==> src/rtl/gpib_irq_pkg.sv <==
`timescale 1ns/1ps
package gpib_irq_pkg;
  localparam int unsigned REG_W = 8;
  localparam int unsigned EV2_W = 4;

  // status register 2 bit positions
  localparam int unsigned S2_ADDR_CHG = 0;
  localparam int unsigned S2_REM_CHG  = 1;
  localparam int unsigned S2_LOCK_CHG = 2;
  localparam int unsigned S2_SPOLL_DN = 3;
  localparam int unsigned S2_REM_LVL  = 4;
  localparam int unsigned S2_LOCK_LVL = 5;
  localparam int unsigned S2_SPA_LVL  = 6;
  localparam int unsigned S2_IRQ_LVL  = 7;

  // mask register 2 DMA enable positions
  localparam int unsigned M2_DMA_IN  = 4;
  localparam int unsigned M2_DMA_OUT = 5;

  typedef struct packed {
    logic rdStat1;
    logic rdStat2;
    logic wrMask1;
    logic wrMask2;
  } regStb_t;
endpackage

==> src/rtl/gpib_irq_ctrl.sv <==
`timescale 1ns/1ps
module gpib_irq_ctrl
  import gpib_irq_pkg::*;
#(
  parameter int unsigned ADDR_W = 2
) (
  input  logic              rdStb,
  input  logic              wrStb,
  input  logic [ADDR_W-1:0] addr,
  output regStb_t           stb
);
  localparam logic [ADDR_W-1:0] ADR_REG1 = ADDR_W'(0);
  localparam logic [ADDR_W-1:0] ADR_REG2 = ADDR_W'(1);

  logic hitReg1;
  logic hitReg2;
  logic wrOnly;

  assign hitReg1 = (addr == ADR_REG1);
  assign hitReg2 = (addr == ADR_REG2);
  // a read takes precedence over a write in the same cycle
  assign wrOnly  = wrStb & ~rdStb;

  always_comb begin
    stb         = '0;
    stb.rdStat1 = rdStb  & hitReg1;
    stb.rdStat2 = rdStb  & hitReg2;
    stb.wrMask1 = wrOnly & hitReg1;
    stb.wrMask2 = wrOnly & hitReg2;
  end
endmodule

==> src/rtl/gpib_irq_chg.sv <==
`timescale 1ns/1ps
module gpib_irq_chg (
  input  logic clk,
  input  logic rstN,
  input  logic lvl,
  input  logic suppress,
  output logic chgPulse
);
  logic prevQ;
  logic primedQ;

  always_ff @(posedge clk) begin
    if (!rstN) begin
      prevQ   <= 1'b0;
      primedQ <= 1'b0;
    end else begin
      prevQ   <= lvl;
      primedQ <= 1'b1;
    end
  end

  // the first cycle after reset only samples, so no edge is reported for it
  assign chgPulse = primedQ & (lvl ^ prevQ) & ~suppress;
endmodule

==> src/rtl/gpib_irq_dpath.sv <==
`timescale 1ns/1ps
module gpib_irq_dpath
  import gpib_irq_pkg::*;
(
  input  logic             clk,
  input  logic             rstN,
  input  regStb_t          stb,
  input  logic [REG_W-1:0] wrData,
  input  logic [REG_W-1:0] ev1Pulse,
  input  logic             spollDone,
  input  logic             spollActLvl,
  input  logic             lockoutLvl,
  input  logic             remoteLvl,
  input  logic             addressedLvl,
  input  logic             noAddrEvt,
  output logic [REG_W-1:0] rdData,
  output logic             irq,
  output logic             dmaOutEn,
  output logic             dmaInEn,
  output logic [REG_W-1:0] mask1Vis,
  output logic [EV2_W-1:0] mask2Vis,
  output logic [EV2_W-1:0] stat2Vis
);
  localparam int unsigned N_CHG = 3;

  logic [REG_W-1:0] stat1Q;
  logic [REG_W-1:0] mask1Q;
  logic [EV2_W-1:0] stat2Q;
  logic [EV2_W-1:0] mask2Q;
  logic             dmaOutQ;
  logic             dmaInQ;
  logic [EV2_W-1:0] ev2;
  logic [N_CHG-1:0] chgLvl;
  logic [N_CHG-1:0] chgSup;
  logic [N_CHG-1:0] chgEv;
  logic [REG_W-1:0] stat2Full;

  // change detectors: index 0 addressed, 1 remote, 2 lockout
  assign chgLvl = {lockoutLvl, remoteLvl, addressedLvl};
  assign chgSup = {1'b0, 1'b0, noAddrEvt};

  for (genvar c = 0; c < N_CHG; c++) begin : g_chg
    gpib_irq_chg u_chg (
      .clk      (clk),
      .rstN     (rstN),
      .lvl      (chgLvl[c]),
      .suppress (chgSup[c]),
      .chgPulse (chgEv[c])
    );
  end

  always_comb begin
    ev2              = '0;
    ev2[S2_ADDR_CHG] = chgEv[0];
    ev2[S2_REM_CHG]  = chgEv[1];
    ev2[S2_LOCK_CHG] = chgEv[2];
    ev2[S2_SPOLL_DN] = spollDone;
  end

  // status register 1: set by event, cleared by read, event wins
  for (genvar i = 0; i < REG_W; i++) begin : g_st1
    always_ff @(posedge clk) begin
      if (!rstN) stat1Q[i] <= 1'b0;
      else       stat1Q[i] <= (stat1Q[i] & ~stb.rdStat1) | ev1Pulse[i];
    end
  end

  for (genvar j = 0; j < EV2_W; j++) begin : g_st2
    always_ff @(posedge clk) begin
      if (!rstN) stat2Q[j] <= 1'b0;
      else       stat2Q[j] <= (stat2Q[j] & ~stb.rdStat2) | ev2[j];
    end
  end

  always_ff @(posedge clk) begin
    if (!rstN) begin
      mask1Q  <= '0;
      mask2Q  <= '0;
      dmaOutQ <= 1'b0;
      dmaInQ  <= 1'b0;
    end else begin
      if (stb.wrMask1) mask1Q <= wrData;
      if (stb.wrMask2) begin
        mask2Q  <= wrData[EV2_W-1:0];
        dmaOutQ <= wrData[M2_DMA_OUT];
        dmaInQ  <= wrData[M2_DMA_IN];
      end
    end
  end

  assign irq = (|(stat1Q & mask1Q)) | (|(stat2Q & mask2Q));

  always_comb begin
    stat2Full              = '0;
    stat2Full[EV2_W-1:0]   = stat2Q;
    stat2Full[S2_REM_LVL]  = remoteLvl;
    stat2Full[S2_LOCK_LVL] = lockoutLvl;
    stat2Full[S2_SPA_LVL]  = spollActLvl;
    stat2Full[S2_IRQ_LVL]  = irq;
  end

  always_comb begin
    if (stb.rdStat1)      rdData = stat1Q;
    else if (stb.rdStat2) rdData = stat2Full;
    else                  rdData = '0;
  end

  assign dmaOutEn = dmaOutQ;
  assign dmaInEn  = dmaInQ;
  assign mask1Vis = mask1Q;
  assign mask2Vis = mask2Q;
  assign stat2Vis = stat2Q;
endmodule

==> src/rtl/gpib_irq_unit.sv <==
`timescale 1ns/1ps
module gpib_irq_unit
  import gpib_irq_pkg::*;
#(
  parameter int unsigned ADDR_W = 2
) (
  input  logic              clk,
  input  logic              rstN,
  input  logic              rdStb,
  input  logic              wrStb,
  input  logic [ADDR_W-1:0] addr,
  input  logic [7:0]        wrData,
  output logic [7:0]        rdData,
  input  logic [7:0]        ev1Pulse,
  input  logic              spollDone,
  input  logic              spollActLvl,
  input  logic              lockoutLvl,
  input  logic              remoteLvl,
  input  logic              addressedLvl,
  input  logic              talkOnly,
  input  logic              listenOnly,
  output logic              irq,
  output logic              dmaOutEn,
  output logic              dmaInEn
);
  regStb_t          stbW;
  logic [REG_W-1:0] mask1W;
  logic [EV2_W-1:0] mask2W;
  logic [EV2_W-1:0] stat2W;

  gpib_irq_ctrl #(.ADDR_W(ADDR_W)) u_ctrl (
    .rdStb (rdStb),
    .wrStb (wrStb),
    .addr  (addr),
    .stb   (stbW)
  );

  gpib_irq_dpath u_dp (
    .clk          (clk),
    .rstN         (rstN),
    .stb          (stbW),
    .wrData       (wrData),
    .ev1Pulse     (ev1Pulse),
    .spollDone    (spollDone),
    .spollActLvl  (spollActLvl),
    .lockoutLvl   (lockoutLvl),
    .remoteLvl    (remoteLvl),
    .addressedLvl (addressedLvl),
    .noAddrEvt    (talkOnly | listenOnly),
    .rdData       (rdData),
    .irq          (irq),
    .dmaOutEn     (dmaOutEn),
    .dmaInEn      (dmaInEn),
    .mask1Vis     (mask1W),
    .mask2Vis     (mask2W),
    .stat2Vis     (stat2W)
  );
endmodule

==> config.mk <==
export PLATFORM = sky130hd
export DESIGN_NAME = gpib_irq_unit
export DESIGN_NICKNAME = d
export VERILOG_FILES = /design/src/rtl/gpib_irq_pkg.sv /design/src/rtl/gpib_irq_ctrl.sv /design/src/rtl/gpib_irq_chg.sv /design/src/rtl/gpib_irq_dpath.sv /design/src/rtl/gpib_irq_unit.sv
export SDC_FILE = /design/constraint.sdc
export NUM_CORES = 1
export LEC_CHECK = 0
export BUFFER_PORTS_ARGS = -buffer_cell sky130_fd_sc_hd__buf_2
export CORE_MARGIN = 2
export CORE_UTILIZATION = 30
export CTS_CLUSTER_DIAMETER = 50
export DETAILED_ROUTE_END_ITERATION = 16
export GPL_TIMING_DRIVEN = 0
export PLACE_DENSITY = 0.53
export SLEW_MARGIN = 20
export SYNTH_ARGS = -nofsm -noshare
export SYNTH_HDL_FRONTEND = slang
export SYNTH_SLANG_ARGS = --single-unit
==> constraint.sdc <==
create_clock -name clk -period 3 [get_ports clk]
set_input_delay 0.6 -clock clk [delete_from_list [all_inputs] [get_ports clk]]
set_output_delay 0.6 -clock clk [all_outputs]
set_load 0.01 [all_outputs]
### Word-level counts from Yosys, hierarchy flattened

Index checks and enable logic that the tools add are counted.

| storage, ports and cells | value |
|---|---|
| flip-flop bits (word level) | 30 |
| input bits | 29 |
| output and inout bits | 11 |
| word-level logic and storage cells | 71 |

| cells by class | value |
|---|---|
| equal/unequal tests | 1 |
| muxes and demuxes | 3 |
| bitwise logic cells | 44 |
| reductions and logical operators | 3 |

Operator list:

| cell | count |
|---|---|
| AND 1 bit | 21 |
| two-way mux 8 bit | 2 |
| bitwise OR 1 bit | 14 |
| AND 8 bit | 1 |
| OR reduction 8 bit | 1 |
| AND 4 bit | 1 |
| inverter 1 bit | 4 |
| OR reduction 4 bit | 1 |
| bitwise XOR 1 bit | 3 |
| == test 2 x 1 -> 1 bit (second input constant) | 1 |
| zero test 2 bit | 1 |
| two-way mux 1 bit | 1 |

### Depth between registers and ports, before layout

| depth | value |
|---|---|
| depth in word-level cells | 5 |
| mapped depth | 4 |
| gate-level depth less buffers | 4 |

### By module

Synthesis repeated with hierarchy kept, for this count alone.

| unflattened totals | value |
|---|---|
| cell total of the unflattened synthesis | 125 |
| area total of the unflattened synthesis | 1362.6 sq um |

By module, submodules not included:

| module | instances | cells an instance | area each (sq um) | sequential area each (sq um) |
|---|---|---|---|---|
| gpib_irq_dpath | 1 | 105 | 1104.8 | 520.5 |
| gpib_irq_chg | 3 | 5 | 68.8 | 40.0 |
| gpib_irq_ctrl | 1 | 4 | 45.0 | 0.0 |
| gpib_irq_unit | 1 | 1 | 6.3 | 0.0 |

### Worst setup path after synthesis

OpenSTA, ideal clock, no wires.

| path | value |
|---|---|
| kind | input to output |
| start point | input port addr[1] |
| end point | output port rdData[7] |
| arrival time | 1.191 ns |
| data required time | 2.400 ns |
| setup slack | 1.209 ns |
| stages on the path | 2 |
| buffers on the path | 0 |
| cell sequence | nor3b_2 > a22o_1 |

| on the way | value |
|---|---|
| cells in the longest elaborated chain, start to end | 4 |
| elaborated cells between the ends (all ways) | 6 |
| those cells by class | eq/ne (1); mux (2); bitwise (2); reduce/logical (1) |

RTL lines:

| what | line | text |
|---|---|---|
| start: declaration | gpib_irq_unit.sv:11 | `input logic [ADDR_W-1:0] addr,` |
| == test 2 x 1 -> 1 bit | gpib_irq_ctrl.sv:20 | `assign hitReg2 = (addr == ADR_REG2);` |
| AND 1 bit | gpib_irq_ctrl.sv:27 | `stb.rdStat2 = rdStb & hitReg2;` |
| two-way mux 8 bit | gpib_irq_dpath.sv:104 | `else if (stb.rdStat2) rdData = stat2Full;` |
| two-way mux 8 bit (*) | gpib_irq_dpath.sv:103 | `if (stb.rdStat1) rdData = stat1Q;` |
| end: declaration | gpib_irq_unit.sv:13 | `output logic [7:0] rdData,` |

Every way passes the cells marked *; elsewhere a longest branch is shown, timed or not.

### Worst setup path after layout

| path | value |
|---|---|
| start point | input port rdStb |
| end point | output port rdData[0] |

| on the way | value |
|---|---|
| cells in the longest elaborated chain, start to end | 3 |
| elaborated cells between the ends (all ways) | 4 |
| those cells by class | mux (2); bitwise (2) |

RTL lines:

| what | line | text |
|---|---|---|
| start: declaration | gpib_irq_unit.sv:9 | `input logic rdStb,` |
| AND 1 bit | gpib_irq_ctrl.sv:27 |  |
| two-way mux 8 bit | gpib_irq_dpath.sv:104 |  |
| two-way mux 8 bit (*) | gpib_irq_dpath.sv:103 |  |

Marks and branches as above.

==> out/qor.csv <==
metric,value,unit
placed_cells,215,
setup-tns-final,0,ns
rsz0062_at_grt,false,
cts_tree,done,
grt_pass1_wl,4.671,mm
die_h,68.74,um
crit_fanout,8,
area_growth,26.57,%
hpwl,2.293,mm
synth-seq-area-share,47.76,%
stdcell_area,1592,sq um
die_w,68.74,um
finalNonFillerCells,222,
skew,0.004220,ns
p_int,621.5,uW
setup_viol,0,
overflow,0,
firstDrtPassIters,4,
grt_usage,13.85,%
maxCapViolCount,0,
initialDrtViolationCount,60,
slew_headroom,62.82,%
hold_path_class,register to register,
seqPwrFrac,53.2,%
post-cts-setup-buffer-count,0,
postLayoutSetupSlackWorst,0.7878,ns
clk_latency,0.27,ns
synth_area,1257,sq um
power.share.clock,36.2,%
fmax,0.4520,GHz
grt_max_degree,11,
antennaDiodeCount,0,
dp_slack,0.7787,ns
timing.hold.ws,0.4535,ns
hold_buffers,0,
fin_crit_sh,73.74,%
cts_buffers,5,
ant_nets,0,
port_buffers,39,
avgSynthCellArea,9.980,sq um
cts_resized,0,
status,"finished, final reports clean",
slew_viol_final,0,
cts_max_path_buffers,2,
synth-warning-count,0,
period_needed,2.212,ns
worstSetupPathType,primary input to output pin,
routabilityCongestion,0.7305,
routed_wl,2.928,mm
synth_fp_nets,155,
switching_share,23.31,%
drt-vias-per-instance,4.676,
die_area,4725,sq um
ir_worst_vdd,0.3089,mV
ys_types,24,
ys_ff_latch,30,
placed_cell_area,1515,sq um
drt-wirelength-per-cell,13.19,um
switching_power,188.9,uW
pwr-share-comb,10.7,%
path_clk_slew,0.06,ns
grt_pass1_vias,967,
cp_data_required_time,2.40,ns
power.leakage,0.0006659,uW
end_kind,output pin,
cp-start-kind,primary input,
initial_core_util,31.21,%
synth.largest_area_cell,dfxtp_1,
ys_top_cells_by_area,"dfxtp_1, nor2b_1, a22o_1, mux2i_1, a21boi_1",
htreeDepth,2,
drive_gt1_share,30.23,%
coreArea,4029,sq um
finalHoldViolations,0,
synth_top_area_share,47.76,%
via_count,1038,
post-route-drc-count,0,
antenna_found_initial,0,
worst_pin_slew,0.5552,ns
cts.sinks,30,
power_density,509.2,nW/um^2
fillers,436,
cts_root_buf,clkbuf_8,
nets,201,
rows,23,
syn_inst,126,
arrival,1.61,ns
num_io_pins,40,
-- cell usage after synthesis, drive strengths merged --
| library cell | instances |
|---|---|
| nand2 | 16 |
| nand3 | 1 |
| nand3b | 1 |
| a22oi | 2 |
| nor2b | 18 |
| dfxtp | 30 |
| nor2 | 1 |
| nor4b | 1 |
| and2 | 3 |
| a32oi | 1 |
| mux2i | 6 |
| nor3b | 1 |
| xor2 | 3 |
| or3b | 1 |
| buf | 4 |
| and4bb | 1 |
| and3b | 1 |
| a21oi | 9 |
| a221oi | 3 |
| or4b | 1 |
| a22o | 11 |
| a21boi | 8 |
| clkbuf | 3 |
-- power groups by stage --
stage,Clock [uW],Combinational [uW],Sequential [uW]
after detailed placement,0,87.2,439
after global placement,0,85.2,439
after floorplan,0,48.0,435
after CTS,302,87.8,431
after global routing,322,96.9,433
final,293,86.4,431
-- flip-flops by register name, summed over array words and instances (netlist names) --
signal,cells
u_dp.dmaInEn,1
u_dp.dmaOutEn,1
u_dp.g_chg.u_chg.prevQ,3
u_dp.g_chg.u_chg.primedQ,1
u_dp.mask1Vis,8
u_dp.mask2Vis,4
u_dp.stat1Q,8
u_dp.stat2Vis,4
-- worst paths after layout --
kind	from	to	slack [ns]	cells past startpoint
min reg2reg	u_dp.mask1Vis[6]$_SDFFE_PN0P_	u_dp.mask1Vis[6]$_SDFFE_PN0P_	0.45	2
max	rdStb	rdData[0]	0.79	4
min	u_dp.mask1Vis[6]$_SDFFE_PN0P_	u_dp.mask1Vis[6]$_SDFFE_PN0P_	0.45	2
max reg2reg	u_dp.g_chg[0].u_chg.prevQ$_SDFF_PN0_	u_dp.stat2Vis[0]$_SDFF_PN0_	2.19	3
-- per-layer routing --
layer	track usage, %	vias to the layer above	wire, um	share of wire (%)
met5	0	-	0	0
met4	4.412	0	17	0.58
met3	5.357	2	197	6.7
met2	21.75	29	1325	45
met1	17.47	465	1388	47
li1	-	542	-	-
-- worst max-delay path: stages --
cell     delay (ns)
buf_2          0.15
nor3b_2        0.50
a22o_1         0.22
buf_2          0.13
-- final cells by class --
| type | instances | area, sq um | share of cell area, % |
|---|---|---|---|
| Multi-Input combinational cell | 89 | 623.1 | 39.15 |
| Sequential cell | 30 | 600.6 | 37.74 |
| Timing Repair Buffer | 39 | 195.2 | 12.26 |
| Clock buffer | 7 | 76.32 | 4.796 |
| Tap cell | 50 | 62.56 | 3.931 |
| Buffer | 7 | 33.78 | 2.123 |
-- kinds of logic after synthesis --
| family | Yosys count | synth area share (%) |
|---|---|---|
| DFF | 30 | 47.76 |
| xor gates and xnor gates | 3 | 2.090 |
| buffers and inverters | 7 | 2.686 |
| and+or+nand+nor | 46 | 22.69 |
| muxes | 6 | 4.776 |
| AOI/OAI and AO/OA | 34 | 20.00 |
-- cells in the final DEF, fill, tap and decap left out, types with 2 or more instances in the layout --
master / netlist / layout
a221oi_1: 3 / 3
a22oi_1: 2 / 2
a21oi_1: 9 / 9
nand2_1: 16 / 16
and2_1: 3 / 3
mux2i_1: 6 / 6
nor2b_1: 18 / 18
a22o_1: 11 / 11
clkbuf_1: 3 / 5
buf_2: 3 / 42
clkbuf_8: 0 / 5
dfxtp_1: 30 / 30
xor2_1: 3 / 3
a21boi_1: 8 / 8
-- stage by stage --
| step | power [uW] | utilization (%) |
|---|---|---|
| 6_report | 810.3 | 39.50 |
| 2_1_floorplan | 483.1 | - |
| 3_3_place_gp | 524.3 | 37.61 |
| 4_1_cts | 820.3 | 39.50 |
| 5_1_grt | 852.3 | 39.50 |
| 3_5_place_dp | 526.7 | 37.61 |
Power figures use the tool's default switching activity.
